File: config.mk
export PLATFORM = sky130hd
export DESIGN_NAME = cld_tree
export DESIGN_NICKNAME = d
export VERILOG_FILES = /design/src/rtl/cld_pkg.sv /design/src/rtl/cld_leaf.sv /design/src/rtl/cld_merge.sv /design/src/rtl/cld_tree.sv
export SDC_FILE = /design/constraint.sdc
export NUM_CORES = 1
export LEC_CHECK = 0
export ABC_CLOCK_PERIOD_IN_PS = 4000
export BUFFER_PORTS_ARGS = -buffer_cell sky130_fd_sc_hd__buf_2
export CORE_MARGIN = 2
export CORE_UTILIZATION = 40
export DETAILED_ROUTE_END_ITERATION = 8
export PLACE_DENSITY_LB_ADDON = 0.05
export SLEW_MARGIN = 0
export SYNTH_ARGS = -nofsm -noshare
export SYNTH_HDL_FRONTEND = slang
export SYNTH_SLANG_ARGS = --single-unit
File: constraint.sdc
create_clock -name vclk -period 4
set_input_delay 0.8 -clock vclk [all_inputs]
set_output_delay 0.8 -clock vclk [all_outputs]
set_load 0.01 [all_outputs]
File: src/rtl/cld_pkg.sv
package cld_pkg;

  // search function selected by the mode input
  typedef enum logic {
    SRCH_DETECT  = 1'b0,
    SRCH_COMPARE = 1'b1
  } srch_mode_e;

  // number of base cells for a tree of a given depth
  function automatic int leaf_count(input int depth);
    return (1 << depth) / 2;
  endfunction

endpackage

File: src/rtl/cld_leaf.sv
module cld_leaf
  import cld_pkg::*;
(
  input  logic hi_bit,
  input  logic lo_bit,
  input  logic invert,
  input  logic cmp_mode,
  input  logic flip,
  output logic exists,
  output logic pick
);

  logic       hi_eff;
  logic       lo_eff;
  logic       pick_raw;
  srch_mode_e mode;

  always_comb begin
    mode   = srch_mode_e'(cmp_mode);
    hi_eff = hi_bit ^ invert;
    lo_eff = lo_bit ^ invert;
    if (mode == SRCH_COMPARE) begin
      exists   = hi_eff ^ lo_eff;
      pick_raw = hi_eff;
    end else begin
      exists   = hi_eff | lo_eff;
      pick_raw = flip ? ~lo_eff : hi_eff;
    end
    pick = pick_raw & exists;
  end


  always_comb begin
    if (!cmp_mode && flip && ((lo_bit ^ invert) == 1'b1)) begin
      leaf_low_first_chk: assert (exists && !pick);
    end
  end


  always_comb begin
    if (!cmp_mode && !flip && ((hi_bit ^ invert) == 1'b1)) begin
      leaf_high_first_chk: assert (exists && pick);
    end
  end

endmodule

File: src/rtl/cld_merge.sv
module cld_merge #(
  parameter int SUB_W = 1
) (
  input  logic             e_hi,
  input  logic [SUB_W-1:0] p_hi,
  input  logic             e_lo,
  input  logic [SUB_W-1:0] p_lo,
  input  logic             flip,
  output logic             e_out,
  output logic [SUB_W:0]   p_out
);

  logic             top_bit;
  logic [SUB_W-1:0] low_bits;

  always_comb begin
    e_out = e_hi | e_lo;
    if (!flip) begin
      top_bit  = e_hi;
      low_bits = e_hi ? p_hi : p_lo;
    end else begin
      top_bit  = e_hi & ~e_lo;
      low_bits = e_lo ? p_lo : p_hi;
    end
    p_out = {top_bit, low_bits};
  end


  always_comb begin
    if (!e_hi && !e_lo) begin
      merge_idle_zero_chk: assert (p_out == '0);
    end
  end


  always_comb begin
    if (!flip && e_hi) begin
      merge_upper_wins_chk: assert (p_out[SUB_W] && (p_out[SUB_W-1:0] == p_hi));
    end
  end


  always_comb begin
    if (flip && e_lo) begin
      merge_lower_wins_chk: assert (!p_out[SUB_W] && (p_out[SUB_W-1:0] == p_lo));
    end
  end

endmodule

File: src/rtl/cld_tree.sv
module cld_tree
  import cld_pkg::*;
#(
  parameter int DEPTH = 4
) (
  input  logic [(1<<DEPTH)-1:0] din,
  input  logic                  cmp_mode,
  input  logic                  invert,
  input  logic                  flip,
  output logic                  found,
  output logic [DEPTH-1:0]      pos
);

  localparam int WIDTH  = 1 << DEPTH;
  localparam int LEAVES = leaf_count(DEPTH);
  localparam int NODES  = 2 * LEAVES;

  // heap layout: node 1 is the root, nodes LEAVES..NODES-1 are base cells,
  // children of node i are 2i (lower half) and 2i+1 (upper half)
  logic             heap_e [1:NODES-1];
  logic [DEPTH-1:0] heap_p [1:NODES-1];

  genvar k;
  generate
    for (k = 0; k < LEAVES; k++) begin : g_leaf
      logic cell_e;
      logic cell_p;
      cld_leaf u_leaf (
        .hi_bit   (din[2*k+1]),
        .lo_bit   (din[2*k]),
        .invert   (invert),
        .cmp_mode (cmp_mode),
        .flip     (flip),
        .exists   (cell_e),
        .pick     (cell_p)
      );
      assign heap_e[LEAVES+k] = cell_e;
      assign heap_p[LEAVES+k] = DEPTH'(cell_p);
    end
  endgenerate

  genvar lv, n;
  generate
    for (lv = 1; lv < DEPTH; lv++) begin : g_level
      for (n = 0; n < (LEAVES >> lv); n++) begin : g_node
        localparam int IDX = (LEAVES >> lv) + n;
        logic          m_e;
        logic [lv:0]   m_p;
        cld_merge #(.SUB_W(lv)) u_merge (
          .e_hi  (heap_e[2*IDX+1]),
          .p_hi  (heap_p[2*IDX+1][lv-1:0]),
          .e_lo  (heap_e[2*IDX]),
          .p_lo  (heap_p[2*IDX][lv-1:0]),
          .flip  (flip),
          .e_out (m_e),
          .p_out (m_p)
        );
        assign heap_e[IDX] = m_e;
        assign heap_p[IDX] = DEPTH'(m_p);
      end
    end
  endgenerate

  assign found = heap_e[1];
  assign pos   = heap_p[1];

  // checks relating the root outputs to the data word
  logic [WIDTH-1:0] eff_word;
  int               pair_base;

  always_comb begin
    eff_word  = din ^ {WIDTH{invert}};
    pair_base = int'(pos) & ~1;
  end


  always_comb begin
    if (!found) begin
      idle_pos_zero_chk: assert (pos == '0);
    end
  end


  always_comb begin
    if (!cmp_mode) begin
      detect_hit_chk: assert (found ? eff_word[pos] : (eff_word == '0));
    end
  end


  always_comb begin
    if (cmp_mode && found) begin
      cmp_pair_differs_chk: assert (eff_word[pair_base] != eff_word[pair_base+1]);
    end
  end


  always_comb begin
    if (cmp_mode && found) begin
      cmp_side_bit_chk: assert (pos[0] == eff_word[pair_base+1]);
    end
  end

endmodule

; Word-level counts from Yosys, hierarchy flattened
; Index checks and enable logic that the tools add are counted.
; Widths: inputs -> output; s select.
[word_totals]
reg_bits = 0
output_inout_bits = 5
inputBits = 19
word_cells = 121
[op_classes]
bitwise_logic = 69
muxes = 52
[op_table]
columns = op, n
row1 = $mux 1, 43
row2 = $xor 1x1->1, 24
row3 = $and 1x1->1, 15
row4 = $not 1->1, 15
row5 = $or 1x1->1, 15
row6 = $mux 2, 6
row7 = $mux 3, 3

; Logic depth before layout (Yosys ltp)
[depth]
depth_word = 11
mapped_depth = 11
mapped_depth_nobuf = 8

; Modules after synthesis
; From an unflattened synthesis, not the netlist that was laid out.
[hier_totals]
hier_cells = 114
area_unflattened_um2 = 865.8
[modules_own_cells]
columns = module, instances, seq_area_each_um2, cells_per_inst, area_each_um2
row1 = cld_leaf, 8, 0.0, 8, 58.8
row2 = cld_merge (g_level[1].g_node[0].u_merge ...), 4, 0.0, 7, 52.6
row3 = cld_merge (g_level[2].g_node[0].u_merge ...), 2, 0.0, 7, 58.8
row4 = cld_merge (g_level[3].g_node[0].u_merge), 1, 0.0, 8, 67.6

; Least setup slack after synthesis
; No wires, ideal clock.
[synth_path]
kind = input to output
from = input port invert
to = output port pos[0]
path_slack_ns = 0.062
stages = 11
path_buffers = 3
required_ns = 3.200
arrival_ns = 3.138
cell_sequence = buf_6 > buf_2 > buf_2 > xnor2_1 > ha_1 > or2_1 > mux2_2 > o311a_1 > nor2_1 > o2bb2ai_1 > a2bb2oi_1
[synth_via]
elab_chain_len = 11
elab_cells_between_ends = 99
classes_between = mux (45) / bitwise (54)
[synth_rtl]
columns = element, line_no
row1 = start: declaration, cld_tree.sv:8  ; input logic invert,
row2 = $xor 1x1->1, cld_leaf.sv:21  ; lo_eff = lo_bit ^ invert;
row3 = $not 1->1, cld_leaf.sv:27  ; pick_raw = flip ? ~lo_eff : hi_eff;
row4 = $mux 1, cld_leaf.sv:27
row5 = $mux 1, cld_leaf.sv:22  ; if (mode == SRCH_COMPARE) begin
row6 = $and 1x1->1, cld_leaf.sv:29  ; pick = pick_raw & exists;
row7 = "$mux 1, on equally long branches", "cld_merge.sv:20, cld_merge.sv:23"
row8 = $mux 1, cld_merge.sv:18  ; if (!flip) begin
row9 = "$mux 2, on equally long branches", "cld_merge.sv:20, cld_merge.sv:23"
row10 = $mux 2, cld_merge.sv:18
row11 = "$mux 3, on equally long branches", "cld_merge.sv:20, cld_merge.sv:23"
row12 = $mux 3 (*), cld_merge.sv:18
row13 = end: declaration, cld_tree.sv:11  ; output logic [DEPTH-1:0] pos
; Every way passes the cells marked *; elsewhere a longest branch is shown, timed or not.

; Worst setup path in the final report
; Ends and elaborated chain as after synthesis.

==> impl_metrics.env <==
export IMPL_antenna_left=0
export IMPL_p_int_uw=80.8
export IMPL_synth_top_area_share_pct=15.2
export IMPL_p_leak_uw=0.000414
export IMPL_power_frac_clock_pct=0
export IMPL_grt_max_degree=22
export IMPL_chipHeight_um=53.5
export IMPL_diodes=0
export IMPL_yosysTopAreaCell="xnor2_1"
export IMPL_core_area_mm2=0.00225
export IMPL_drive_gt1_share_pct=20.4
export IMPL_synth_area_um2=980
export IMPL_pin_count=24
export IMPL_setup_tns_ns=0
export IMPL_grt_overflow_total=0
export IMPL_worstMarginPinSlew_ns=0.392
export IMPL_critPathCapture="pos[0]"
export IMPL_drt_iter0_markers=16
export IMPL_power_frac_comb_pct=100.0
export IMPL_syn_inst=146
export IMPL_dieArea_mm2=0.00286
export IMPL_post_drt_wl_per_cell_um=13.6
export IMPL_gp_congestion=0.868
export IMPL_fmax_ghz=0.264
export IMPL_dr_pass1_iters=4
export IMPL_critical_path_startpoint_type="primary input"
export IMPL_p_per_area_mw_per_mm2=164
export IMPL_design_seq_count=0
export IMPL_min_period_ns=3.78
export IMPL_rsz0062_at_grt="no"
export IMPL_critPathLaunch="invert"
export IMPL_dr_total_vias=1099
export IMPL_antenna_found_initial=0
export IMPL_post_cts_buffers=0
export IMPL_switchingPower_uw=100
export IMPL_outcome="finished, final reports clean"
export IMPL_slew_limit_headroom_pct=73.8
export IMPL_required_ns=3.20
export IMPL_viasPerCell=5.78
export IMPL_n_fill_cell=254
export IMPL_synthTopCellsByArea="xnor2_1, a21oi_1, ha_1, o21ai_0, nor2_1"
export IMPL_grt_pass1_vias=967
export IMPL_die_width_um=53.5
export IMPL_wirelength_um=2590
export IMPL_dp_hpwl_um=2110
export IMPL_drc=0
export IMPL_netSwitchingFraction_pct=55.3
export IMPL_cp_end_kind="output port"
export IMPL_port_buffers=24
export IMPL_arrival_ns=2.98
export IMPL_nets=189
export IMPL_cap_violations=0
export IMPL_synth_warnings=0
export IMPL_start_util_pct=43.5
export IMPL_crit_type="in2out"
export IMPL_seq_area_frac_synth_pct=0
export IMPL_ir_worst_vdd_v=0.0000752
export IMPL_avgSynthCellArea_um2=6.71
export IMPL_finalHoldViolCount=0
export IMPL_maxSlewViolCount=0
export IMPL_setup_viol=0
export IMPL_grt_usage_pct=19.2
export IMPL_seqPwrFrac_pct=0
export IMPL_path_max_fanout=11
export IMPL_total_power_uw=181
export IMPL_register_area_um2=0
export IMPL_fin_crit_sh_pct=94.6
export IMPL_ys_types=47
export IMPL_n_clock_buffer=0
export IMPL_grt_pass1_wl_um=4240
export IMPL_syn_nets=171
export IMPL_multi_input_area_um2=900
export IMPL_area_delta_synth_final_pct=12.6
export IMPL_num_rows=17
export IMPL_hp_class="in2out"
[worst min-delay path by stage]
stage             from      to  slack, ns  depth (start not counted)
6_report          flip  pos[3]       2.09                          3
3_5_place_dp      flip  pos[3]       2.09                          3
2_1_floorplan  din[10]  pos[0]       1.98                          4
3_3_place_gp      flip  pos[3]       2.08                          3
5_1_grt           flip  pos[3]       2.14                          3
4_1_cts           flip  pos[3]       2.09                          3
[cell usage after synthesis (2+ instances only)]
library cell,count
o22ai_1,3
nor3_1,3
xnor2_1,17
nand3b_1,2
nand2b_1,4
clkbuf_1,3
a22oi_1,4
or3_1,2
or3b_1,2
o31a_1,2
o21ai_1,2
buf_2,5
nor2b_1,5
buf_4,3
a2bb2oi_1,2
nor2_1,12
inv_1,4
a21oi_1,15
o21ai_0,11
a21boi_0,3
ha_1,6
nand2_1,11
[cells by family (layout without fill, tap and decap cells)]
| family | after synthesis | in the layout | synth area share (%) |
|---|---|---|---|
| and+or+nand+nor | 46 | 46 | 24.0 |
| xor gates and xnor gates | 18 | 18 | 16.1 |
| buffers and inverters | 16 | 32 | 8.68 |
| AOI/OAI and AO/OA | 58 | 58 | 41.4 |
| muxes | 2 | 2 | 2.17 |
| adders and majority gates | 6 | 6 | 7.66 |
[per-layer routing]
metal	wire, µm	global-route usage (%)	up-vias
met2	1310	36.2	15
met1	1220	24.5	510
met4	14	2.56	0
li1	-	-	572
met5	0	0	-
met3	49	0.282	2
[critical path: stages]
cell and delay (ns):
buf_2 0.20, xnor2_1 0.29, ha_1 0.30, or2_1 0.23, mux2_2 0.29, o311a_1 0.34
nor2_1 0.09, o2bb2ai_1 0.13, a2bb2oi_1 0.17, buf_2 0.14
[power groups by stage]
stage	combinational [µW]	clock, µW	sequential [µW]
final	181	0	0
after global routing	203	0	0
after CTS	179	0	0
after detailed placement	178	0	0
after global placement	176	0	0
after floorplan	133	0	0
[per-stage QoR]
step | util [%] | setup slack, ns | cell area, µm² | hold WS [ns] | instances
final | 48.9 | 0.216 | 1100 | 2.09 | 190
after global routing | 48.9 | 0.0379 | 1100 | 2.14 | 190
after CTS | 48.6 | 0.0697 | 1090 | 2.09 | 190
after detailed placement | 48.6 | 0.0740 | 1090 | 2.09 | 190
after global placement | 48.6 | 0.0482 | 1090 | 2.08 | 190
after floorplan | - | 0.0621 | 980 | 1.98 | 146
[cells in the final DEF (no fill, tap or decap), types with 2 or more instances in the layout]
master      n
buf_2      24
xnor2_1    17
a21oi_1    15
nor2_1     12
nand2_1    11
o21ai_0    11
ha_1        6
nor2b_1     5
inv_1       4
nand2b_1    4
a22oi_1     4
a21boi_0    3
o22ai_1     3
nor3_1      3
buf_4       3
or3b_1      2
or3_1       2
o21ai_1     2
nand3b_1    2
o31a_1      2
a2bb2oi_1   2
[layout make-up]
cell class / count / share of cell area [%]
Multi-Input combinational cell: 130 / 81.5
Inverter: 4 / 1.36
Tap cell: 28 / 3.17
Timing Repair Buffer: 28 / 13.9
[repair_timing]
item / CTS / global route
setup endpoints to repair: 0 / 1
hold buffers: 0 / 0
resized for setup: 0 / 2
No activity file was read; power rests on OpenSTA's default activity.
